`src/rtl/qlc_pkg.sv`:
```
package qlc_pkg;

    // Signed four-level line symbol.
    typedef logic signed [2:0] sym_t;

    // A bit pair: sign bit travels first, magnitude bit second.
    typedef struct packed {
        logic sgn;
        logic mag;
    } dibit_t;

    localparam sym_t LVL_P3 = 3'sd3;
    localparam sym_t LVL_P1 = 3'sd1;
    localparam sym_t LVL_M1 = -3'sd1;
    localparam sym_t LVL_M3 = -3'sd3;

    function automatic sym_t dibit_to_sym(input dibit_t d);
        sym_t s;
        case ({d.sgn, d.mag})
            2'b10:   s = LVL_P3;
            2'b11:   s = LVL_P1;
            2'b01:   s = LVL_M1;
            default: s = LVL_M3;
        endcase
        return s;
    endfunction

    function automatic dibit_t sym_to_dibit(input sym_t s);
        dibit_t d;
        d.sgn = ~s[2];
        d.mag = (s == LVL_P1) || (s == LVL_M1);
        return d;
    endfunction

endpackage

```
`src/rtl/qlc_tx.sv`:
```
module qlc_tx
    import qlc_pkg::*;
#(
    parameter int DN_A = 5,
    parameter int DN_B = 23,
    parameter int UP_A = 5,
    parameter int UP_B = 23
) (
    input  logic clk,
    input  logic rst,
    input  logic dir_up,
    input  logic bit_valid,
    input  logic bit_in,
    input  logic bypass,
    output logic sym_valid,
    output sym_t sym
);
    localparam int MAX_DN = (DN_A > DN_B) ? DN_A : DN_B;
    localparam int MAX_UP = (UP_A > UP_B) ? UP_A : UP_B;
    localparam int SR_W   = (MAX_DN > MAX_UP) ? MAX_DN : MAX_UP;

    logic [SR_W-1:0] hist_q;
    logic            half_q;
    logic            first_q;
    logic            fb;
    logic            line_bit;

    always_comb begin
        fb       = dir_up ? (hist_q[UP_A-1] ^ hist_q[UP_B-1])
                          : (hist_q[DN_A-1] ^ hist_q[DN_B-1]);
        line_bit = bypass ? bit_in : (bit_in ^ fb);
    end

    always_ff @(posedge clk) begin
        if (rst) begin
            hist_q    <= '0;
            half_q    <= 1'b0;
            first_q   <= 1'b0;
            sym_valid <= 1'b0;
            sym       <= '0;
        end else begin
            sym_valid <= 1'b0;
            if (bit_valid) begin
                if (!bypass)
                    hist_q <= {hist_q[SR_W-2:0], line_bit};
                if (!half_q) begin
                    first_q <= line_bit;
                    half_q  <= 1'b1;
                end else begin
                    sym       <= dibit_to_sym('{sgn: first_q, mag: line_bit});
                    sym_valid <= 1'b1;
                    half_q    <= 1'b0;
                end
            end
        end
    end

    a_r5_sym_legal: assert property (@(posedge clk) disable iff (rst)
        sym_valid |-> (sym == LVL_P3 || sym == LVL_P1 || sym == LVL_M1 || sym == LVL_M3));
    a_r4_one_cycle_pulse: assert property (@(posedge clk) disable iff (rst)
        sym_valid |=> !sym_valid);
    a_r4_after_bit: assert property (@(posedge clk) disable iff (rst)
        !bit_valid |=> !sym_valid);
    a_r3_bypass_hold: assert property (@(posedge clk) disable iff (rst)
        (bit_valid && bypass) |=> $stable(hist_q));
    a_r10_idle_hold: assert property (@(posedge clk) disable iff (rst)
        !bit_valid |=> ($stable(hist_q) && $stable(half_q)));

endmodule

```
`src/rtl/qlc_rx.sv`:
```
module qlc_rx
    import qlc_pkg::*;
#(
    parameter int DN_A = 5,
    parameter int DN_B = 23,
    parameter int UP_A = 5,
    parameter int UP_B = 23
) (
    input  logic       clk,
    input  logic       rst,
    input  logic       dir_up,
    input  logic       sym_valid,
    input  sym_t       sym,
    input  logic [1:0] bypass,
    output logic       dibit_valid,
    output logic [1:0] dibit
);
    localparam int MAX_DN = (DN_A > DN_B) ? DN_A : DN_B;
    localparam int MAX_UP = (UP_A > UP_B) ? UP_A : UP_B;
    localparam int SR_W   = (MAX_DN > MAX_UP) ? MAX_DN : MAX_UP;

    function automatic logic taps(input logic [SR_W-1:0] s, input logic up);
        return up ? (s[UP_A-1] ^ s[UP_B-1]) : (s[DN_A-1] ^ s[DN_B-1]);
    endfunction

    logic [SR_W-1:0] hist_q;
    logic [SR_W-1:0] mid_st;
    logic [SR_W-1:0] end_st;
    dibit_t          raw;
    logic            b_first;
    logic            b_second;

    always_comb begin
        raw      = sym_to_dibit(sym);
        b_first  = bypass[1] ? raw.sgn : (raw.sgn ^ taps(hist_q, dir_up));
        mid_st   = bypass[1] ? hist_q : {hist_q[SR_W-2:0], raw.sgn};
        b_second = bypass[0] ? raw.mag : (raw.mag ^ taps(mid_st, dir_up));
        end_st   = bypass[0] ? mid_st : {mid_st[SR_W-2:0], raw.mag};
    end

    always_ff @(posedge clk) begin
        if (rst) begin
            hist_q      <= '0;
            dibit_valid <= 1'b0;
            dibit       <= '0;
        end else begin
            dibit_valid <= sym_valid;
            if (sym_valid) begin
                hist_q <= end_st;
                dibit  <= {b_first, b_second};
            end
        end
    end

    a_r6_latency: assert property (@(posedge clk) disable iff (rst)
        sym_valid |=> dibit_valid);
    a_r6_no_spurious: assert property (@(posedge clk) disable iff (rst)
        !sym_valid |=> !dibit_valid);
    a_r8_full_bypass_hold: assert property (@(posedge clk) disable iff (rst)
        (sym_valid && bypass == 2'b11) |=> $stable(hist_q));
    a_r10_rx_idle_hold: assert property (@(posedge clk) disable iff (rst)
        !sym_valid |=> $stable(hist_q));

endmodule

```
`src/rtl/quat_line_codec.sv`:
```
module quat_line_codec
    import qlc_pkg::*;
#(
    parameter int DN_TAP_A = 5,
    parameter int DN_TAP_B = 23,
    parameter int UP_TAP_A = 5,
    parameter int UP_TAP_B = 23
) (
    input  logic       clk,
    input  logic       rst,
    input  logic       dir_up,
    input  logic       tx_bit_valid,
    input  logic       tx_bit,
    input  logic       tx_bypass,
    output logic       tx_sym_valid,
    output logic [2:0] tx_sym,
    input  logic       rx_sym_valid,
    input  logic [2:0] rx_sym,
    input  logic [1:0] rx_bypass,
    output logic       rx_dibit_valid,
    output logic [1:0] rx_dibit
);
    sym_t tx_sym_s;

    qlc_tx #(.DN_A(DN_TAP_A), .DN_B(DN_TAP_B), .UP_A(UP_TAP_A), .UP_B(UP_TAP_B)) u_tx (
        .clk       (clk),
        .rst       (rst),
        .dir_up    (dir_up),
        .bit_valid (tx_bit_valid),
        .bit_in    (tx_bit),
        .bypass    (tx_bypass),
        .sym_valid (tx_sym_valid),
        .sym       (tx_sym_s)
    );

    assign tx_sym = tx_sym_s;

    qlc_rx #(.DN_A(DN_TAP_A), .DN_B(DN_TAP_B), .UP_A(UP_TAP_A), .UP_B(UP_TAP_B)) u_rx (
        .clk         (clk),
        .rst         (rst),
        .dir_up      (dir_up),
        .sym_valid   (rx_sym_valid),
        .sym         (sym_t'(rx_sym)),
        .bypass      (rx_bypass),
        .dibit_valid (rx_dibit_valid),
        .dibit       (rx_dibit)
    );

    a_r1_reset_quiet: assert property (@(posedge clk)
        $past(rst) |-> (!tx_sym_valid && !rx_dibit_valid));

endmodule

```
`config.mk`:
```
export PLATFORM = sky130hd
export DESIGN_NAME = quat_line_codec
export DESIGN_NICKNAME = d
export VERILOG_FILES = /design/src/rtl/qlc_pkg.sv /design/src/rtl/qlc_tx.sv /design/src/rtl/qlc_rx.sv /design/src/rtl/quat_line_codec.sv
export SDC_FILE = /design/constraint.sdc
export NUM_CORES = 1
export LEC_CHECK = 0
export ABC_AREA = 1
export BUFFER_PORTS_ARGS = -buffer_cell sky130_fd_sc_hd__buf_2
export CORE_MARGIN = 2
export CORE_UTILIZATION = 46
export CTS_CLUSTER_SIZE = 8
export DETAILED_ROUTE_END_ITERATION = 8
export PLACE_DENSITY = 0.66
export SKIP_CTS_REPAIR_TIMING = 1
export SYNTH_ARGS = -nofsm -noshare
export SYNTH_HDL_FRONTEND = slang
export SYNTH_SLANG_ARGS = --single-unit
```
`constraint.sdc`:
```
create_clock -name clk -period 1.04 [get_ports clk]
set_input_delay 0.156 -clock clk [delete_from_list [all_inputs] [get_ports clk]]
set_output_delay 0.156 -clock clk [all_outputs]
set_load 0.05 [all_outputs]
```
==> results by group <==
Run status
  – Status: complete, but fails checks
  – Failing checks: setup timing

Logic synthesis
  – Synth Register Bits: between 50 and 60
  – Sequential fraction of the synthesis area: 0.418
  – Largest family of logic cells by synthesized area: simple AND/OR/NAND/NOR gates
  – Synth Area in Adders: 0.00475
  – Syn_nets: between 400 and 500
  – Synth Warn #: 0
  – Syn avg cell area: 6.79 um^2
  – Post-synthesis xor/xnor area fraction: 0.00997
  – Synth Area in Compound Gates: 0.168
  – Netlist cell types: 24
  – Netlist Area Pre-Place: approximately 0.0026 mm^2
  – Synthesized instance count: around 390
  – Mux cell area share after synthesis: 0
  – Simple-gate share of the synthesized area: 0.280

Timing
  – PnR worst setup slack: -118 ps
  – Unrepaired setup endpoints after global routing: yes
  – Final Critical Period: ~1200 ps
  – Slew margin rel.: 0.862
  – Max-slew violations: 0
  – Crit share post-route: 1.11
  – Hold Vio Cnt, Final: 0
  – FMAX: between 800 and 900 MHz
  – Final setup viols: 4
  – Least-Margin Pin Slew: 207 ps
  – Clock skew: 2.68 ps

GRT
  – Global-route wire length before repair: between 9 and 10 mm
  – M2 GR Usage: 0.295
  – Vias in the first global route: about 2200
  – Largest net degree at the start of global routing: 32
  – GR peak layer: met2
  – Met1 GRT Util: 0.244
  – Number of antenna violations at the first check in global routing: 0
  – Met3 Usage GRT: 0.0407
  – Total track usage: 0.184
  – Gr ovfl total: 0

Setup path
  – WS Path Type: flop to flop
  – Startpoint types: flop
  – Required @ worst endpoint: 1290 ps
  – Crit path arrival time: around 1400 ps
  – CP max FO: 2
  – CP startpoint: u_tx.hist_q[22]
  – Worst R2R Path Depth: 5
  – Reg2reg start: u_tx.hist_q[22]
  – Critical Path End Type: flop

Floorplan
  – Die area: about 0.0064 mm^2
  – Cell row count: 27
  – CORE AREA: 0.00551 mm^2
  – Io pins: 19
  – Die Height: roughly 80 um
  – Die Span X: roughly 80 um
  – Initial Utilization: 0.479

Pwr
  – Peak supply drop: between 600 and 700 uV
  – Lkg Pwr: about 1.6 nW
  – Cell area power density: around 1400 mW/mm^2
  – Power Total: approximately 4.4 mW

Placement
  – Final Wtd Congestion: roughly 0.77
  – Dpl hpwl: 3.50 mm
  – Port Buf Inserts: 17

CTS
  – Worst-path clk slew: around 100 ps
  – Worst skew pair latency: around 310 ps
  – H-tree depth: 2
  – Root buffer cell: clkbuf_8
  – Maximum root-to-sink buffer count: 2
  – CTS tree: yes
  – Clock sink total: 55
  – CTS buffer count: 5

Flow run
  – Max-cap violations: 0

Layout
  – Fin nets: ~430
  – Final design utilization: 0.572
  – Number of fillers in the final layout: 541
  – Layout cells sized above 1: 0.204
  – Most frequent cells in the layout: 113 x nand2_1, 47 x dfxtp_1, 43 x nor2_1
  – Area growth from synthesis to layout: 19.6%
  – Antenna Cells: 0
  – Commonest non-fill, non-tap cell in the layout: nand2_1

Routing
  – DRC: 0
  – Wire length per cell: ~11 um
  – DRT Wirelength: 5.29 mm
  – Routed via count: roughly 2400
  – Antenna-violating nets left: 0
  – TritonRoute pass-1 iters: 4
  – DR vias/cell: 4.89
  – DRT iter0 DRCs: 93

Hold path
  – Hold Crit Start: tx_bit_valid
  – Hold path cells: 3
  – Hold Crit Class: primary input to flop
[critical path: stages (launching register included)]
cell and delay [ps]:
dfxtp_2 340, a21oi_2 140, nand2_2 80, xnor2_2 140
ha_1 280, a21oi_1 120
[per-stage QoR]
step                worst slack (ps)  instance area, um^2  hold WS (ps)  TNS [ps]  std cells
floorplan                      -84.4                 2640           228      -153        388
detailed placement              -121                 2970           446     -1140        479
finish                          -118                 3150           113      -270        488
global route                    -168                 3150           102      -586        488
global placement                -105                 2970           436      -643        479
CTS                             -149                 3060          98.0      -697        487
[sequential cells by signal, summed over array words and instances, names as in the netlist]
name	flops
u_rx.hist_q	23
u_tx.sym	3
u_tx.hist_q	23
u_rx.dibit_valid	1
u_tx.half_q	1
u_tx.first_q	1
u_rx.dibit	2
u_tx.sym_valid	1
[worst paths after layout]
path / endpoint / slack (ps)
worst max register to register: u_tx.sym[1] / -120
worst max-delay path: u_tx.sym[1] / -120
worst min register to register: u_tx.half_q / 470
worst min-delay path: u_tx.half_q / 110
[logic make-up (layout without fill, tap and decap cells)]
family                   count (synthesis)  in the layout
AND/OR/NAND/NOR                        188            188
flip-flops                              55             55
adder cells (fa/ha/maj)                  1              1
AO/OA/AOI/OAI                           72             72
buffers and inverters                   69             97
XOR/XNOR                                 3              3
[Yosys cell counts]
cell	instances	area (um^2)
o21ai_1	1	5.00
xor2_1	2	17.5
o211ai_1	22	165
inv_1	42	158
buf_2	12	60.1
o21ai_0	30	150
nor2_1	43	161
nand2_1	120	450
a21o_1	1	7.51
buf_4	1	7.51
dfxtp_1	55	1100
nor2_2	1	6.26
buf_6	4	45.0
clkbuf_1	4	15.0
inv_6	1	8.76
xnor2_1	1	8.76
nand3_1	23	115
ha_1	1	12.5
o21ai_2	3	26.3
nand4_1	1	6.26
inv_2	3	11.3
buf_1	2	7.51
a21oi_1	13	65.1
o211ai_2	2	25.0
[where the power goes]
group | leakage, nW | internal, mW | switching [mW]
Combinational | 1.09 | 0.343 | 0.476
Clock | 0.0418 | 0.486 | 0.719
Sequential | 0.457 | 2.25 | 0.0855
Total | 1.59 | 3.08 | 1.28
[final cells by class]
| type | count | area (um^2) | area share |
|---|---|---|---|
| inverter | 46 | 178 | 0.0564 |
| clock inverter | 2 | 16.3 | 0.00516 |
| tap | 72 | 90.1 | 0.0286 |
| multi-input combinational | 264 | 1270 | 0.403 |
| sequential | 55 | 1110 | 0.353 |
| clock buffer | 6 | 72.6 | 0.0230 |
| timing repair buffer | 43 | 413 | 0.131 |
[metal layers]
layer | wire (um) | up-vias
li1 | - | 1285
met1 | 2660 | 1064
met2 | 2400 | 32
met3 | 160 | 6
met4 | 72 | 0
met5 | 0 | -
No activity file was read; power rests on OpenSTA's default activity.
